## config.mk

```make
export PLATFORM = sky130hd
export DESIGN_NAME = mfd_id_decoder
export DESIGN_NICKNAME = d
export VERILOG_FILES = /design/src/rtl/mfd_pkg.sv /design/src/rtl/mfd_window.sv /design/src/rtl/mfd_idshift.sv /design/src/rtl/mfd_ctrl.sv /design/src/rtl/mfd_id_decoder.sv
export SDC_FILE = /design/constraint.sdc
export NUM_CORES = 1
export LEC_CHECK = 0
export BUFFER_PORTS_ARGS = -buffer_cell sky130_fd_sc_hd__buf_4
export CORE_ASPECT_RATIO = 1.1
export CORE_UTILIZATION = 40
export CTS_CLUSTER_SIZE = 25
export DETAILED_ROUTE_END_ITERATION = 6
export PLACE_DENSITY = 0.64
export SYNTH_ARGS = -nofsm -noshare
export SYNTH_HDL_FRONTEND = slang
export SYNTH_SLANG_ARGS = --single-unit
export TNS_END_PERCENT = 10
```

## constraint.sdc

```tcl
create_clock -name clk_i -period 2.67 [get_ports clk_i]
set_input_delay 0.1335 -clock clk_i [delete_from_list [all_inputs] [get_ports clk_i]]
set_output_delay 0.1335 -clock clk_i [all_outputs]
set_load 0.05 [all_outputs]
```

## src/rtl/mfd_pkg.sv

```systemverilog
package mfd_pkg;

    localparam int WORD_W   = 32;
    localparam int N_WORDS  = 3;
    localparam int ID_W     = WORD_W * N_WORDS;
    localparam int MARK_LEN = 6;
    localparam logic [MARK_LEN-1:0] MARK_PAT = 6'b111000;

    typedef enum logic [2:0] {
        ST_HUNT  = 3'd0,
        ST_LEAD  = 3'd1,
        ST_TRAIL = 3'd2,
        ST_CLOSE = 3'd3,
        ST_HALT  = 3'd4
    } dec_state_e;

endpackage

```

## src/rtl/mfd_window.sv

```systemverilog
// Sliding history of the most recent stream bits; oldest bit at the MSB.
module mfd_window #(
    parameter int                 LEN = 6,
    parameter logic [LEN-1:0]     PAT = 6'b111000
) (
    input  logic clk_i,
    input  logic rst_ni,
    input  logic clr_i,
    input  logic shift_i,
    input  logic bit_i,
    output logic match_o
);

    logic [LEN-1:0] win_q;
    logic [LEN-1:0] win_next;

    // Window as it will look once the present bit is taken in.
    assign win_next = {win_q[LEN-2:0], bit_i};
    assign match_o  = (win_next == PAT);

    always_ff @(posedge clk_i or negedge rst_ni) begin
        if (!rst_ni) begin
            win_q <= '0;
        end else if (clr_i) begin
            win_q <= '0;
        end else if (shift_i) begin
            win_q <= win_next;
        end
    end

endmodule

```

## src/rtl/mfd_idshift.sv

```systemverilog
// Multi-word ID shift register with a saturating data-bit counter.
module mfd_idshift #(
    parameter int WORD_W  = 32,
    parameter int N_WORDS = 3,
    parameter int CNT_W   = 8
) (
    input  logic                       clk_i,
    input  logic                       rst_ni,
    input  logic                       clr_i,
    input  logic                       shift_i,
    input  logic                       bit_i,
    output logic [WORD_W*N_WORDS-1:0]  id_o,
    output logic [CNT_W-1:0]           cnt_o
);

    localparam logic [CNT_W-1:0] CNT_MAX = {CNT_W{1'b1}};

    for (genvar k = 0; k < N_WORDS; k++) begin : g_word
        logic [WORD_W-1:0] w_q;
        logic              carry;

        if (k == 0) begin : g_first
            assign carry = bit_i;
        end else begin : g_upper
            assign carry = g_word[k-1].w_q[WORD_W-1];
        end

        always_ff @(posedge clk_i or negedge rst_ni) begin
            if (!rst_ni) begin
                w_q <= '0;
            end else if (clr_i) begin
                w_q <= '0;
            end else if (shift_i) begin
                w_q <= {w_q[WORD_W-2:0], carry};
            end
        end

        assign id_o[k*WORD_W +: WORD_W] = w_q;

        if (k > 0) begin : g_chk
            // top bit of the word below lands in bit 0 of this word
            p_word_carry_r3: assert property (@(posedge clk_i) disable iff (!rst_ni)
                (shift_i && !clr_i) |=> (w_q[0] == $past(g_word[k-1].w_q[WORD_W-1])));
        end
    end

    logic [CNT_W-1:0] cnt_q;

    always_ff @(posedge clk_i or negedge rst_ni) begin
        if (!rst_ni) begin
            cnt_q <= '0;
        end else if (clr_i) begin
            cnt_q <= '0;
        end else if (shift_i && (cnt_q != CNT_MAX)) begin
            cnt_q <= cnt_q + 1'b1;
        end
    end

    assign cnt_o = cnt_q;

    // a saturated count never wraps
    p_cnt_sat_r9: assert property (@(posedge clk_i) disable iff (!rst_ni)
        (cnt_q == CNT_MAX && !clr_i) |=> (cnt_q == CNT_MAX));

endmodule

```

## src/rtl/mfd_ctrl.sv

```systemverilog
// Frame sequencing FSM: hunt, pair decode, close check, parked.
module mfd_ctrl
    import mfd_pkg::*;
#(
    parameter int MARK_LEN = 6
) (
    input  logic clk_i,
    input  logic rst_ni,
    input  logic valid_i,
    input  logic bit_i,
    input  logic match_i,
    input  logic first_only_i,
    input  logic rearm_i,
    output logic win_shift_o,
    output logic win_clr_o,
    output logic id_clr_o,
    output logic id_shift_o,
    output logic report_o
);

    // After an equal pair, MARK_LEN-2 further bits complete the candidate.
    localparam int CLS_W = $clog2(MARK_LEN - 2);
    localparam logic [CLS_W-1:0] CLOSE_LAST = CLS_W'(MARK_LEN - 3);

    dec_state_e        state_q, state_d;
    logic              lead_q, lead_d;
    logic [CLS_W-1:0]  close_q, close_d;
    logic              close_done;

    assign close_done = (state_q == ST_CLOSE) && valid_i && (close_q == CLOSE_LAST);

    // State register
    always_ff @(posedge clk_i or negedge rst_ni) begin
        if (!rst_ni) begin
            state_q <= ST_HUNT;
            lead_q  <= 1'b0;
            close_q <= '0;
        end else begin
            state_q <= state_d;
            lead_q  <= lead_d;
            close_q <= close_d;
        end
    end

    // Next state
    always_comb begin
        state_d = state_q;
        lead_d  = lead_q;
        close_d = close_q;
        unique case (state_q)
            ST_HUNT: begin
                if (valid_i && match_i) begin
                    state_d = ST_LEAD;                       // sync
                end
            end
            ST_LEAD: begin
                if (valid_i) begin
                    lead_d  = bit_i;
                    state_d = ST_TRAIL;
                end
            end
            ST_TRAIL: begin
                if (valid_i) begin
                    if (bit_i != lead_q) begin
                        state_d = ST_LEAD;                   // pair_ok
                    end else begin
                        state_d = ST_CLOSE;                  // pair_eq
                        close_d = '0;
                    end
                end
            end
            ST_CLOSE: begin
                if (valid_i) begin
                    if (close_q == CLOSE_LAST) begin
                        if (match_i) begin
                            state_d = first_only_i ? ST_HALT : ST_LEAD; // accept
                        end else begin
                            state_d = ST_HUNT;               // reject
                        end
                    end else begin
                        close_d = close_q + 1'b1;
                    end
                end
            end
            ST_HALT: begin
                if (rearm_i) begin
                    state_d = ST_HUNT;                       // rearm
                end
            end
            default: begin
                state_d = ST_HUNT;
            end
        endcase
    end

    // Outputs
    always_comb begin
        win_shift_o = valid_i && (state_q != ST_HALT);
        win_clr_o   = (state_q == ST_HALT) && rearm_i;
        id_clr_o    = ((state_q == ST_HUNT) && valid_i && match_i) || close_done;
        id_shift_o  = (state_q == ST_TRAIL) && valid_i && (bit_i != lead_q);
        report_o    = close_done && match_i;
    end

    // no valid bit, no movement
    p_idle_hold_r10: assert property (@(posedge clk_i) disable iff (!rst_ni)
        (!valid_i && state_q != ST_HALT) |=> $stable(state_q));

    // parked until rearmed
    p_halt_hold_r11: assert property (@(posedge clk_i) disable iff (!rst_ni)
        (state_q == ST_HALT && !rearm_i) |=> (state_q == ST_HALT));

    // an equal pair always leads to the close check
    p_equal_pair_r4: assert property (@(posedge clk_i) disable iff (!rst_ni)
        (state_q == ST_TRAIL && valid_i && bit_i == lead_q) |=> (state_q == ST_CLOSE));

    // an accepted closing marker opens the next payload
    p_chain_r7: assert property (@(posedge clk_i) disable iff (!rst_ni)
        (report_o && !first_only_i) |=> (state_q == ST_LEAD));

endmodule

```

## src/rtl/mfd_id_decoder.sv

```systemverilog
module mfd_id_decoder
    import mfd_pkg::*;
#(
    parameter int WORD_W = mfd_pkg::WORD_W,
    parameter int CNT_W  = $clog2(3 * WORD_W) + 1
) (
    input  logic              clk_i,
    input  logic              rst_ni,
    input  logic              in_valid_i,
    input  logic              in_bit_i,
    input  logic              first_only_i,
    input  logic              rearm_i,
    output logic              id_valid_o,
    output logic [WORD_W-1:0] id_hi_o,
    output logic [WORD_W-1:0] id_mid_o,
    output logic [WORD_W-1:0] id_lo_o,
    output logic [CNT_W-1:0]  shift_cnt_o
);

    localparam int NW   = 3;
    localparam int ID_B = WORD_W * NW;

    logic             win_shift, win_clr, match;
    logic             id_clr, id_shift, report;
    logic [ID_B-1:0]  id_live;
    logic [CNT_W-1:0] cnt_live;

    mfd_window #(
        .LEN (MARK_LEN),
        .PAT (MARK_PAT)
    ) u_window (
        .clk_i   (clk_i),
        .rst_ni  (rst_ni),
        .clr_i   (win_clr),
        .shift_i (win_shift),
        .bit_i   (in_bit_i),
        .match_o (match)
    );

    mfd_ctrl #(
        .MARK_LEN (MARK_LEN)
    ) u_ctrl (
        .clk_i        (clk_i),
        .rst_ni       (rst_ni),
        .valid_i      (in_valid_i),
        .bit_i        (in_bit_i),
        .match_i      (match),
        .first_only_i (first_only_i),
        .rearm_i      (rearm_i),
        .win_shift_o  (win_shift),
        .win_clr_o    (win_clr),
        .id_clr_o     (id_clr),
        .id_shift_o   (id_shift),
        .report_o     (report)
    );

    mfd_idshift #(
        .WORD_W  (WORD_W),
        .N_WORDS (NW),
        .CNT_W   (CNT_W)
    ) u_idshift (
        .clk_i   (clk_i),
        .rst_ni  (rst_ni),
        .clr_i   (id_clr),
        .shift_i (id_shift),
        .bit_i   (in_bit_i),
        .id_o    (id_live),
        .cnt_o   (cnt_live)
    );

    logic             rep_q;
    logic [ID_B-1:0]  rep_id_q;
    logic [CNT_W-1:0] rep_cnt_q;

    always_ff @(posedge clk_i or negedge rst_ni) begin
        if (!rst_ni) begin
            rep_q     <= 1'b0;
            rep_id_q  <= '0;
            rep_cnt_q <= '0;
        end else begin
            rep_q <= report;
            if (report) begin
                rep_id_q  <= id_live;
                rep_cnt_q <= cnt_live;
            end
        end
    end

    assign id_valid_o  = rep_q;
    assign id_lo_o     = rep_id_q[WORD_W-1:0];
    assign id_mid_o    = rep_id_q[2*WORD_W-1:WORD_W];
    assign id_hi_o     = rep_id_q[3*WORD_W-1:2*WORD_W];
    assign shift_cnt_o = rep_cnt_q;

    // a report is a single-cycle pulse
    p_valid_pulse_r5: assert property (@(posedge clk_i) disable iff (!rst_ni)
        id_valid_o |=> !id_valid_o);

    // reported values only move with the pulse
    p_hold_r5: assert property (@(posedge clk_i) disable iff (!rst_ni)
        !id_valid_o |-> ($stable(id_lo_o) && $stable(id_mid_o) &&
                         $stable(id_hi_o) && $stable(shift_cnt_o)));

endmodule

```

Word-level counts from Yosys, hierarchy flattened

Cells that the tools add are included.

Add/subtract/negate cells: 2
Equal/unequal tests: 17
Muxes and demuxes: 25
Reductions and logical operators: 20

Operators with widths:

| cell                  | number |
|---|---|
| $mux W32              | 6 |
| $mux W3               | 8 |
| $mux W8               | 2 |
| $pmux W3 S5           | 1 |
| $ne A2 B2 Y1 const B  | 7 |
| $logic_and A1 B1 Y1   | 11 |
| $mux W2               | 5 |
| $mux W5               | 2 |
| $add A8 B1 Y8 const B | 1 |
| $ne A8 B8 Y1 const B  | 1 |
| $reduce_bool A2 Y1    | 4 |
| $eq A3 B2 Y1 const B  | 2 |
| $eq A6 B6 Y1 const B  | 1 |
| $reduce_and A6 Y1     | 1 |
| $reduce_and A5 Y1     | 1 |
| $pmux W2 S2           | 1 |
| $eq A3 B1 Y1 const B  | 1 |
| $eq A3 B3 Y1 const B  | 1 |
| $logic_not A3 Y1      | 1 |
| $ne A3 B3 Y1 const B  | 1 |
| $add A2 B1 Y2 const B | 1 |
| $eq A2 B2 Y1 const B  | 1 |
| $ne A2 B1 Y1 const B  | 1 |
| $reduce_and A2 Y1     | 1 |
| other kinds (2)       | 2 |

Bits in registers: 220
Bits of input ports: 6
Output and inout bits: 105

Depth between registers and ports, before layout

Depth after elaboration: 6
Mapped depth: 7
Mapped depth without buffers: 5

Modules after synthesis

From an unflattened synthesis, not the netlist that was laid out.

Cell total of the unflattened synthesis: 642
Area total of the unflattened synthesis: 9151.3 um^2

Modules (own cells, without submodules):

| module         | instances | cells each | area an instance (um^2) |
|---|---|---|---|
| mfd_idshift    | 1         | 354        | 4336.7 |
| mfd_id_decoder | 1         | 221        | 4137.7 |
| mfd_ctrl       | 1         | 49         | 457.9 |
| mfd_window     | 1         | 18         | 219.0 |

Least setup slack after synthesis

Ideal clock, no wire load.

Path type: register to register
Start: register u_ctrl.state_q[2]
End: register rep_id_q[0]
Library setup time: 128 ps
Arrival time: 1804 ps
Setup slack: 738 ps
Cell stages (with the launch flop): 8
Clock period less this slack: 1932 ps
Cells stage by stage: dfrtp_1 > clkbuf_1 > nand2b_1 > buf_2 > nor4b_4 > buf_4 > buf_4 > mux2_1

Cells in the longest elaborated chain, start to end: 4

Ends and longest elaborated chain:

| what                              | RTL line             | text |
|---|---|---|
| start, declared                   | mfd_ctrl.sv:25       | `dec_state_e state_q, state_d;` |
| start signal, assigned            | mfd_ctrl.sv:39       | `state_q <= state_d;` |
| $eq A3 B2 Y1                      | mfd_ctrl.sv:30       | `assign close_done = (state_q == ST_CLOSE) && valid_i && (close_q == CLOSE_LAST);` |
| $logic_and A1 B1 Y1 (2 in series) | mfd_ctrl.sv:30       |  |
| $logic_and A1 B1 Y1               | mfd_ctrl.sv:102      | `report_o = close_done && match_i;` |
| end signal, assigned              | mfd_id_decoder.sv:83 | `rep_id_q <= id_live;` |
| end, declared                     | mfd_id_decoder.sv:72 | `logic [ID_B-1:0] rep_id_q;` |

Every way passes these cells.
A chain may end at the register's enable or synchronous reset.

Worst setup path in the final report

Start: register u_ctrl.state_q[2]
End: register u_ctrl.state_q[2]

Cells in the longest elaborated chain, start to end: 3

Ends and longest elaborated chain:

| what                                                   | RTL line       | text |
|---|---|---|
| $eq A3 B2 Y1, or another cell as far along             | mfd_ctrl.sv:50 | `unique case (state_q)` |
| $ne A2 B2 Y1 (no line) or $ne A2 B1 Y1 (tied branches) | n/a            |  |
| $reduce_and A6 Y1 (no line)                            | n/a            |  |

Parallel ways exist; a longest one is shown, timed or not.

==> results.sh <==
export IMPL_status="complete, no violations"
export IMPL_worstMarginPinSlew_ns=0.6210
export IMPL_rr_worst_depth=6
export IMPL_worstPathArrival_ns=2.84
export IMPL_holdWs_ns=0.2226
export IMPL_setup_tns_ns=0
export IMPL_min_period_ns=2.410
export IMPL_synth_commonest_cells="220 x dfrtp_1, 141 x nand2_1, 75 x a21oi_1, 67 x mux2_2, 40 x mux2_1"
export IMPL_drtIter0Drc=258
export IMPL_finClkSkew_ns=0.009229
export IMPL_cts_buffers=23
export IMPL_synth_edf_count=0
export IMPL_start_util=0.4125
export IMPL_syn_avg_cell_area_um2=12.44
export IMPL_crit_chain="nand2b_1, nor4b_4, buf_6, nand2_1, o21ai_0, dlygate4sd3_1"
export IMPL_vias_per_cell=5.087
export IMPL_syn_nets=697
export IMPL_io_pins=111
export IMPL_synth_area_um2=8572
export IMPL_antenna_found_initial=0
export IMPL_detailroute_via_count=5586
export IMPL_ys_top_cells_by_area="dfrtp_1 64%, mux2_2 8.8%, nand2_1 6.2%"
export IMPL_rsz0062_at_grt="false"
export IMPL_clk_pin_slew_ns=0.06
export IMPL_slew_violations=0
export IMPL_grt_pass1_wl_um=29510
export IMPL_fmax_mhz=414.9
export IMPL_cts_tree="built"
export IMPL_grt_use_total=0.1659
export IMPL_clkSinkCount=220
export IMPL_fin_area_um2=10540
export IMPL_clock_latency_ns=0.50
export IMPL_setup_worst_path_end_class="register"
export IMPL_die_h_um=155.5
export IMPL_drv_cap=0
export IMPL_hold_violations=0
export IMPL_ant_nets=0
export IMPL_drc=0
export IMPL_post_synth_top_count_cell="dfrtp_1"
export IMPL_dp_hpwl_um=10750
export IMPL_hp_class="input pin to asynchronous set/reset pin"
export IMPL_finalSetupViolCount=0
export IMPL_rr_endpoint="u_ctrl.state_q[2]"
export IMPL_yosysSeqAreaShare=0.6422
export IMPL_syn_inst=689
export IMPL_worstPathMaxFanout=33
export IMPL_grt_overflow=0
export IMPL_routabilityCongestion=0.7507
export IMPL_io_buffers=110
export IMPL_r2r_start="u_ctrl.state_q[2]"
export IMPL_synthArstFlopShare=1.000
export IMPL_core_rowCount=55
export IMPL_antenna_cells=0
export IMPL_die_area_um2=22020
export IMPL_area_growth_pct=22.90
export IMPL_crit_start="u_ctrl.state_q[2]"
export IMPL_grt_start_max_net_pins=86
export IMPL_vdd_drop_max_v=0.0003979
export IMPL_ys_warn_count=0
export IMPL_power_density_nw_per_um2=694.4
export IMPL_grt_pass1_vias=5693
export IMPL_max_stage_delay_ns=0.58
export IMPL_final_period_utilization=0.9027
export IMPL_firstDrtPassIters=4
export IMPL_cts_root_buf="clkbuf_16"
export IMPL_fp_coreArea_um2=20780
export IMPL_num_fill_cells=1885
export IMPL_critPathLaunchType="register"
export IMPL_worstPathRequired_ns=3.10
export IMPL_endpoint="u_ctrl.state_q[2]"
export IMPL_cts_buffer_depth=3
export IMPL_synth_largest_area_cell="dfrtp_1"
export IMPL_r2r_slack_ns=0.26
export IMPL_synth_ff_type="dfrtp_1"
export IMPL_drive_gt1_frac=0.2792
export IMPL_relSlewSlack=0.5860
export IMPL_yosysTopAreaCellShare=0.6422
export IMPL_synth_distinct_cells=42
export IMPL_wire_per_inst_um=16.08
export IMPL_num_nets_final=805
export IMPL_critPathKind="register to register"
export IMPL_synth_seq_cells=220
export IMPL_place_area_um2=9746
export IMPL_htree_levels=1
export IMPL_wirelength_um=17650
export IMPL_die_w_um=141.6
export IMPL_slowest_stage="dlygate4sd3_1"
export IMPL_cellLeakagePower_nw=5.196
==> worst min-delay path by stage <==
stage | from | to | slack [ns] | depth (start not counted)
2_1_floorplan | rst_ni | id_valid_o | -0.16 | 0
3_3_place_gp | rst_ni | u_idshift.g_word[2].w_q[24] | 0.17 | 1
3_5_place_dp | rst_ni | u_idshift.g_word[2].w_q[24] | 0.17 | 1
4_1_cts | rst_ni | u_idshift.g_word[2].w_q[24] | 0.24 | 2
5_1_grt | rst_ni | u_idshift.g_word[2].w_q[24] | 0.26 | 2
6_report | rst_ni | u_idshift.g_word[2].w_q[21] | 0.22 | 2
==> metrics by stage <==
step                setup slack (ns)  utilization  power, W  std cells
finish                        0.2599       0.5069  0.007316       1098
CTS                           0.1939       0.5067  0.007415       1098
global placement              0.5333       0.4689  0.004262       1051
global route                  0.1197       0.5069  0.007649       1098
detailed placement            0.5032       0.4689  0.004275       1051
floorplan                     0.7383            -  0.004012        689
==> what timing repair did <==
action                                  in CTS  in global routing
setup buffers                                0                  0
endpoints found under the hold margin       82                  0
hold buffers                                 6                  0
resized for setup                            0                  1
endpoints found under the setup margin       0                  1
==> metal layers <==
| layer | GRT usage | vias up | share of wire |
|---|---|---|---|
| met5 | 0 | - | 0 |
| met4 | 0.05428 | 0 | 0.023 |
| met3 | 0.02609 | 30 | 0.040 |
| met2 | 0.2662 | 127 | 0.48 |
| met1 | 0.2306 | 2822 | 0.46 |
| li1 | - | 2607 | - |
==> cell usage in the layout (no fill, tap or decap), types with 6 or more instances in the layout <==
master,n
a21oi_1,75
a22o_1,34
buf_12,6
buf_4,115
clkbuf_1,8
clkbuf_16,23
dfrtp_1,220
dlygate4sd3_1,6
mux2_1,40
mux2_2,67
nand2_1,141
nor2_1,7
o21ai_0,6
==> kinds of logic after synthesis <==
logic type	Yosys count	synth area share
flip-flops	220	0.6422
AND/OR/NAND/NOR	176	0.08846
AO/OA/AOI/OAI	130	0.09561
multiplexers	109	0.1429
buffers and inverters	50	0.02584
XOR/XNOR	2	0.002044
adder cells (fa/ha/maj)	2	0.002919
==> sequential cells by signal, indices dropped and copies added, names as in the netlist, 2 cells and up <==
name,count
u_ctrl.close_q,2
u_ctrl.state_q,3
u_idshift.g_word.w_q,96
u_window.win_q,5
shift_cnt_o,8
rep_id_q,96
u_idshift.cnt_o,8
==> power breakdown <==
part	internal (W)	leakage [nW]	switching [W]	total, W
combinational	0.000221	1.79	0.000418	0.000639
clock	0.00184	0.355	0.00126	0.00310
sequential	0.00344	3.05	0.000141	0.00358
total	0.00550	5.20	0.00182	0.00732
==> critical path: cells and delay by family (launching register included) <==
kind,cells,cell delay (ns)
and+or+nand+nor,3,0.87
AOI/OAI and AO/OA,1,0.09
DFF,1,0.45
buffers and inverters,2,0.94
==> cell type report <==
type                       instances  area, µm²  area share
tap                              285      356.6     0.03385
multi-input combinational        419       2863      0.2717
timing repair buffer             129       1070      0.1015
sequential                       220       5505      0.5226
inverter                           4      15.01    0.001425
clock buffer                      33      633.1     0.06010
clock inverter                     8      92.59    0.008789
Power figures use the tool's default switching activity.
